## src/rtl/hdx_uart_pkg.sv

```systemverilog
package hdx_uart_pkg;
  localparam int unsigned REG_ADDR_W = 2;
  localparam logic [REG_ADDR_W-1:0] ADDR_CTRL = 2'd0;
  localparam logic [REG_ADDR_W-1:0] ADDR_DATA = 2'd1;
  localparam logic [REG_ADDR_W-1:0] ADDR_STAT = 2'd2;
  localparam int unsigned CTRL_EN_BIT  = 0;
  localparam int unsigned CTRL_IRQ_BIT = 1;
  localparam int unsigned STAT_DONE_BIT = 0;
endpackage

```

## src/rtl/hdx_uart_rst_sync.sv

```systemverilog
module hdx_uart_rst_sync #(
  parameter int unsigned STAGES = 2
) (
  input  logic clk_i,
  input  logic rst_ni,
  output logic rst_no
);
  logic [STAGES-1:0] sync_q;

  always_ff @(posedge clk_i or negedge rst_ni) begin
    if (!rst_ni) sync_q <= '0;
    else         sync_q <= {sync_q[STAGES-2:0], 1'b1};
  end

  assign rst_no = sync_q[STAGES-1];
endmodule

```

## src/rtl/hdx_uart_shifter.sv

```systemverilog
module hdx_uart_shifter #(
  parameter int unsigned DATA_W = 8
) (
  input  logic              clk_i,
  input  logic              rst_ni,
  input  logic              tick_i,
  input  logic              pend_i,
  input  logic [DATA_W-1:0] data_i,
  output logic              busy_o,
  output logic              take_o,
  output logic              end_o,
  output logic              line_o
);
  localparam int unsigned BITS_AFTER_START = DATA_W + 1;
  localparam int unsigned CNT_W = $clog2(BITS_AFTER_START + 1);

  logic              busy_q, busy_n;
  logic [CNT_W-1:0]  cnt_q, cnt_n;
  logic [DATA_W:0]   sh_q, sh_n;
  logic              line_q, line_n;
  logic              last_bit;

  assign last_bit = (cnt_q == '0);
  assign take_o   = tick_i & pend_i & (~busy_q | last_bit);
  assign end_o    = tick_i & busy_q & last_bit;

  always_comb begin
    busy_n = busy_q;
    cnt_n  = cnt_q;
    sh_n   = sh_q;
    line_n = line_q;
    if (take_o) begin
      busy_n = 1'b1;
      cnt_n  = CNT_W'(BITS_AFTER_START);
      sh_n   = {1'b1, data_i};
      line_n = 1'b0;
    end else if (busy_q) begin
      if (last_bit) begin
        busy_n = 1'b0;
        line_n = 1'b1;
      end else begin
        line_n = sh_q[0];
        sh_n   = {1'b1, sh_q[DATA_W:1]};
        cnt_n  = cnt_q - 1'b1;
      end
    end
  end

  always_ff @(posedge clk_i or negedge rst_ni) begin
    if (!rst_ni) begin
      busy_q <= 1'b0;
      cnt_q  <= '0;
      sh_q   <= '1;
      line_q <= 1'b1;
    end else if (tick_i) begin
      busy_q <= busy_n;
      cnt_q  <= cnt_n;
      sh_q   <= sh_n;
      line_q <= line_n;
    end
  end

  assign busy_o = busy_q;
  assign line_o = line_q;
endmodule

```

## src/rtl/hdx_uart_regs.sv

```systemverilog
module hdx_uart_regs
  import hdx_uart_pkg::*;
#(
  parameter int unsigned DATA_W = 8
) (
  input  logic                  clk_i,
  input  logic                  rst_ni,
  input  logic                  we_i,
  input  logic [REG_ADDR_W-1:0] addr_i,
  input  logic [7:0]            wdata_i,
  input  logic                  busy_i,
  input  logic                  take_i,
  input  logic                  end_i,
  output logic                  pend_o,
  output logic [DATA_W-1:0]     data_o,
  output logic                  tx_on_o,
  output logic                  done_o,
  output logic                  irq_o
);
  logic              en_q, en_n;
  logic              irqen_q, irqen_n;
  logic              full_q, full_n;
  logic [DATA_W-1:0] buf_q, buf_n;
  logic              done_q, done_n;
  logic              wr_ctrl, wr_data, wr_stat, accept;

  assign tx_on_o = en_q | full_q | busy_i;
  assign wr_ctrl = we_i & (addr_i == ADDR_CTRL);
  assign wr_data = we_i & (addr_i == ADDR_DATA);
  assign wr_stat = we_i & (addr_i == ADDR_STAT);
  assign accept  = wr_data & tx_on_o & ~full_q;

  always_comb begin
    en_n    = en_q;
    irqen_n = irqen_q;
    full_n  = full_q;
    buf_n   = buf_q;
    done_n  = done_q;
    if (wr_ctrl) begin
      en_n    = wdata_i[CTRL_EN_BIT];
      irqen_n = wdata_i[CTRL_IRQ_BIT];
    end
    if (accept) begin
      full_n = 1'b1;
      buf_n  = wdata_i[DATA_W-1:0];
    end else if (take_i) begin
      full_n = 1'b0;
    end
    if (accept)                           done_n = 1'b0;
    else if (end_i & ~full_q)             done_n = 1'b1;
    else if (wr_stat & wdata_i[STAT_DONE_BIT]) done_n = 1'b0;
  end

  always_ff @(posedge clk_i or negedge rst_ni) begin
    if (!rst_ni) begin
      en_q    <= 1'b0;
      irqen_q <= 1'b0;
      full_q  <= 1'b0;
      buf_q   <= '0;
      done_q  <= 1'b0;
    end else begin
      en_q    <= en_n;
      irqen_q <= irqen_n;
      full_q  <= full_n;
      done_q  <= done_n;
      if (accept) buf_q <= buf_n;
    end
  end

  assign pend_o = full_q;
  assign data_o = buf_q;
  assign done_o = done_q;
  assign irq_o  = done_q & irqen_q;
endmodule

```

## src/rtl/hdx_uart_tx.sv

```systemverilog
module hdx_uart_tx
  import hdx_uart_pkg::*;
#(
  parameter int unsigned DATA_W = 8
) (
  input  logic       clk_i,
  input  logic       rst_ni,
  input  logic       bit_tick_i,
  input  logic       reg_we_i,
  input  logic [1:0] reg_addr_i,
  input  logic [7:0] reg_wdata_i,
  output logic       line_o,
  output logic       line_oe_o,
  output logic       buf_empty_o,
  output logic       tx_done_o,
  output logic       irq_o
);
  logic              rst_sync_n;
  logic              pend, busy, take, fend, tx_on;
  logic [DATA_W-1:0] hold_data;

  hdx_uart_rst_sync #(.STAGES(2)) u_rst (
    .clk_i  (clk_i),
    .rst_ni (rst_ni),
    .rst_no (rst_sync_n)
  );

  hdx_uart_regs #(.DATA_W(DATA_W)) u_regs (
    .clk_i   (clk_i),
    .rst_ni  (rst_sync_n),
    .we_i    (reg_we_i),
    .addr_i  (reg_addr_i),
    .wdata_i (reg_wdata_i),
    .busy_i  (busy),
    .take_i  (take),
    .end_i   (fend),
    .pend_o  (pend),
    .data_o  (hold_data),
    .tx_on_o (tx_on),
    .done_o  (tx_done_o),
    .irq_o   (irq_o)
  );

  hdx_uart_shifter #(.DATA_W(DATA_W)) u_shift (
    .clk_i  (clk_i),
    .rst_ni (rst_sync_n),
    .tick_i (bit_tick_i),
    .pend_i (pend),
    .data_i (hold_data),
    .busy_o (busy),
    .take_o (take),
    .end_o  (fend),
    .line_o (line_o)
  );

  assign line_oe_o   = tx_on;
  assign buf_empty_o = ~pend;
endmodule

```

## config.mk

```make
export PLATFORM = sky130hd
export DESIGN_NAME = hdx_uart_tx
export DESIGN_NICKNAME = d
export VERILOG_FILES = /design/src/rtl/hdx_uart_pkg.sv /design/src/rtl/hdx_uart_rst_sync.sv /design/src/rtl/hdx_uart_shifter.sv /design/src/rtl/hdx_uart_regs.sv /design/src/rtl/hdx_uart_tx.sv
export SDC_FILE = /design/constraint.sdc
export NUM_CORES = 1
export LEC_CHECK = 0
export BUFFER_PORTS_ARGS = -buffer_cell sky130_fd_sc_hd__buf_2
export CAP_MARGIN = 10
export CORE_MARGIN = 2
export CORE_UTILIZATION = 59
export CTS_CLUSTER_SIZE = 28
export DETAILED_ROUTE_END_ITERATION = 10
export PLACE_DENSITY_LB_ADDON = 0.05
export SKIP_CTS_REPAIR_TIMING = 1
export SYNTH_ARGS = -nofsm -noshare
export SYNTH_HDL_FRONTEND = slang
export SYNTH_SLANG_ARGS = --single-unit
```

## constraint.sdc

```tcl
create_clock -name clk_i -period 2.85 [get_ports clk_i]
set_clock_uncertainty 0.15 [all_clocks]
set_input_delay 0.57 -clock clk_i [delete_from_list [all_inputs] [get_ports clk_i]]
set_output_delay 0.57 -clock clk_i [all_outputs]
set_load 0.005 [all_outputs]
```

==> key figures <==
Worst hold path
  • Min-Delay Startpoint: u_rst.sync_q[0]
  • Cell depth of the worst hold path: 0
  • Type of the most critical hold path: flip-flop to flip-flop
  • End of the worst hold path: u_rst.sync_q[1]

Yosys
  • Average instance area after synthesis: 12.9 sq um
  • Post-Syn Nets: 112
  • Synthesized instance count: 97
  • Largest area contributor in the synthesized netlist: sky130_fd_sc_hd__dfrtp_1
  • Primary FF master, synth: sky130_fd_sc_hd__dfrtp_1
  • Distinct cell type count after synthesis: 31
  • Number of enable flip-flop cells after synthesis: 0
  • Area fraction of the dominant cell type after synthesis: 38.0%
  • Proportion of register bits with asynchronous set or reset after synthesis: 100%
  • Flop and latch count out of synthesis: 28
  • Syn. warnings: 0
  • Combined area of all synthesized cells: 1250 sq um
  • Register area share after synthesis: 56.8%
  • Cell types with the largest area share after synthesis: sky130_fd_sc_hd__dfrtp_1, sky130_fd_sc_hd__dfstp_2, sky130_fd_sc_hd__mux2_2

Die
  • Placeable Area: 1980 sq um
  • Number of placement rows: 16
  • I/O pins: 19
  • Area enclosed by the die boundary: 2510 sq um
  • Initial core utilization: 63.2%
  • Width of the die: 50.1 um
  • Vertical die dimension: 50.1 um

Cells and area
  • Most frequent standard cell in the layout excluding fill and tap cells: sky130_fd_sc_hd__dfrtp_1
  • Area growth, synth to finish: 11.6%
  • Most used cells in the layout excluding fill and tap cells: sky130_fd_sc_hd__dfrtp_1, sky130_fd_sc_hd__buf_2, sky130_fd_sc_hd__mux2_2, sky130_fd_sc_hd__dfstp_2
  • N_diodes: 0
  • Number of nets in the final layout: 132
  • Share of final-layout standard cells stronger than drive strength 1: 39.7%

Pwr
  • P per Cell Area: 965 nW/um^2
  • Net load switching power: 0.000421 W
  • Sequential fraction of design power: 54.8%
  • Logic pwr share: 31.2%
  • Clock network fraction of design power: 14.0%
  • Internal power summed over all cells: 0.000927 W
  • Max IR drop VDD: 0.595 mV
  • Static Leak: 0.592 nW
  • Switch share: 31.2%

Place
  • Detailed-placement wirelength estimate: 1540 um
  • Port buffer count: 18
  • Routability Congestion: 0.817

Drt
  • Wire length reported by the detailed router: 2120 um
  • Residual antenna-violating net count after detailed routing: 0
  • Initial DRC Count: 8
  • Post-detailed-route DRC marker count: 0
  • Vias per inst: 5.71
  • Via total after detailed routing: 817
  • Count of TritonRoute iterations in the first routing pass: 4
  • Routed WL per cell: 14.8 um

Timing
  • Setup TNS: 0 ps
  • Achievable frequency: 488 MHz
  • RSZ-0062 raised after global routing: false
  • Count of pins over their slew limit: 0
  • Final hold slack: 225 ps
  • Final setup violating endpoints: 0
  • Fraction of the cycle the final worst path needs: 72.0%
  • Measured slew at the worst slew-check pin: 986 ps
  • Worst slew margin relative to its limit: 34.3%
  • Final hold vios: 0
  • Time the worst path needs with I/O delays and setup: 2050 ps

GRT
  • Total congestion overflow after global routing: 0
  • First-pass GRT wire length: 3540 um
  • Initial antenna violation count: 0
  • Number of global-route vias before repair: 850
  • All-layer global routing usage: 18.9%
  • Maximum number of pins on one net before global-route repair: 27

Clocking
  • Register clock-pin slew on the reported worst setup and hold paths: 140 ps
  • Clock tree sinks: 28
  • Number of levels in the clock H-tree: 1
  • Clock tree from TritonCTS: done
  • Root Buffer Master: sky130_fd_sc_hd__clkbuf_4
  • Number of clock buffers inserted by TritonCTS: 3
  • Clock network latency to the later pin of the worst-skew pair: 330 ps
  • Maximum root-to-sink buffer count: 2

Worst setup path
  • Kind of capture point of the worst setup path: output port
  • Top fanout value on the critical path: 8
  • Data arrival time of the critical path: 1330 ps
  • Reg-to-reg endpoint: u_shift.sh_q[0]
  • Kind of critical path: flip-flop to output port
  • Startpoint type of the worst setup path: flip-flop
  • Required time worst endpoint: 2130 ps
  • Setup slack of the worst register-to-register path: 820 ps
  • Worst r2r path cells: 5
  • Reg-to-Reg Start: u_shift.cnt_q[0]

Outcome
  • Outcome: finished, final reports clean

Job
  • Number of max-capacitance violations reported: 0
[worst max-delay path, cell delays in order (launching register included)]
cell	delay [ps]
sky130_fd_sc_hd__dfrtp_1	490
sky130_fd_sc_hd__or3_1	380
sky130_fd_sc_hd__buf_2	130
[power groups by stage]
stage	logic [W]	registers, W	clock network [W]
after floorplan	0.000354	0.000703	0
after global placement	0.000400	0.000741	0
after detailed placement	0.000424	0.000750	0
after CTS	0.000425	0.000742	0.000195
after global routing	0.000467	0.000764	0.000210
final	0.000421	0.000740	0.000188
[cells by family (layout without fill, tap and decap cells)]
logic type / Yosys count / in the layout / synth area share, %
flops: 28 / 28 / 56.8
simple gates: 26 / 26 / 15.2
compound gates: 21 / 21 / 13.3
mux: 11 / 11 / 9.89
buf+inv: 9 / 28 / 3.50
fa+ha+maj: 1 / 1 / 0.999
other cells: 1 / 1 / 0.299
[per-layer routing]
layer | global-route usage [%] | wire length [um] | vias to the layer above
met5 | 0 | 0 | -
met4 | 6.94 | 33 | 0
met3 | 3.64 | 80 | 5
met2 | 34.2 | 1070 | 19
met1 | 21.7 | 929 | 394
li1 | - | - | 399
[flip-flops by register name, summed over array words and instances (netlist names)]
signal and count:
u_regs.data_o 8, u_shift.sh_q 8, u_shift.cnt_q 4, u_rst.sync_q 2
u_regs.done_o 1, u_regs.en_q 1, u_regs.irqen_q 1, u_regs.pend_o 1
u_shift.busy_o 1, u_shift.line_o 1
[stage by stage]
| stage | utilization [%] | cells | setup slack, ps | area (sq um) | total power, W |
|---|---|---|---|---|---|
| 4_1_cts | 70.0 | 142 | 799 | 1390 | 0.00136 |
| 2_1_floorplan | - | 97 | 1150 | 1250 | 0.00106 |
| 5_1_grt | 70.5 | 143 | 720 | 1400 | 0.00144 |
| 6_report | 70.5 | 143 | 799 | 1400 | 0.00135 |
| 3_5_place_dp | 68.2 | 138 | 820 | 1350 | 0.00117 |
| 3_3_place_gp | 68.2 | 138 | 916 | 1350 | 0.00114 |
[layout make-up]
cell class / instances / area, sq um
Multi-Input combinational cell: 60 / 497
Inverter: 5 / 18.8
Tap cell: 27 / 33.8
Clock buffer: 4 / 36.3
Timing Repair Buffer: 19 / 100
Sequential cell: 28 / 712
Fill cell: 149 / 584
[synth_stat cells, types with 2 or more instances]
cell                        n
sky130_fd_sc_hd__inv_1      5
sky130_fd_sc_hd__a21oi_1    3
sky130_fd_sc_hd__nand3b_1   7
sky130_fd_sc_hd__o22ai_1    2
sky130_fd_sc_hd__dfstp_2    9
sky130_fd_sc_hd__mux2_2    11
sky130_fd_sc_hd__or4_1      2
sky130_fd_sc_hd__dfrtp_1   19
sky130_fd_sc_hd__o221a_1    7
sky130_fd_sc_hd__o21ai_0    3
sky130_fd_sc_hd__buf_2      2
sky130_fd_sc_hd__nand2_1    5
sky130_fd_sc_hd__or3_1      3
sky130_fd_sc_hd__and2_1     2
[worst max-delay path by stage]
stage	start	endpoint	slack, ps	cells past startpoint
6_report	u_shift.busy_o	line_oe_o	800	2
5_1_grt	u_shift.cnt_q[0]	u_shift.sh_q[3]	720	5
4_1_cts	u_shift.busy_o	line_oe_o	800	2
3_5_place_dp	u_shift.cnt_q[0]	u_shift.sh_q[0]	820	5
3_3_place_gp	u_shift.cnt_q[0]	u_shift.sh_q[3]	920	5
2_1_floorplan	u_shift.cnt_q[0]	u_shift.sh_q[0]	1150	6
Note: power is estimated with default switching activity, not from simulation.
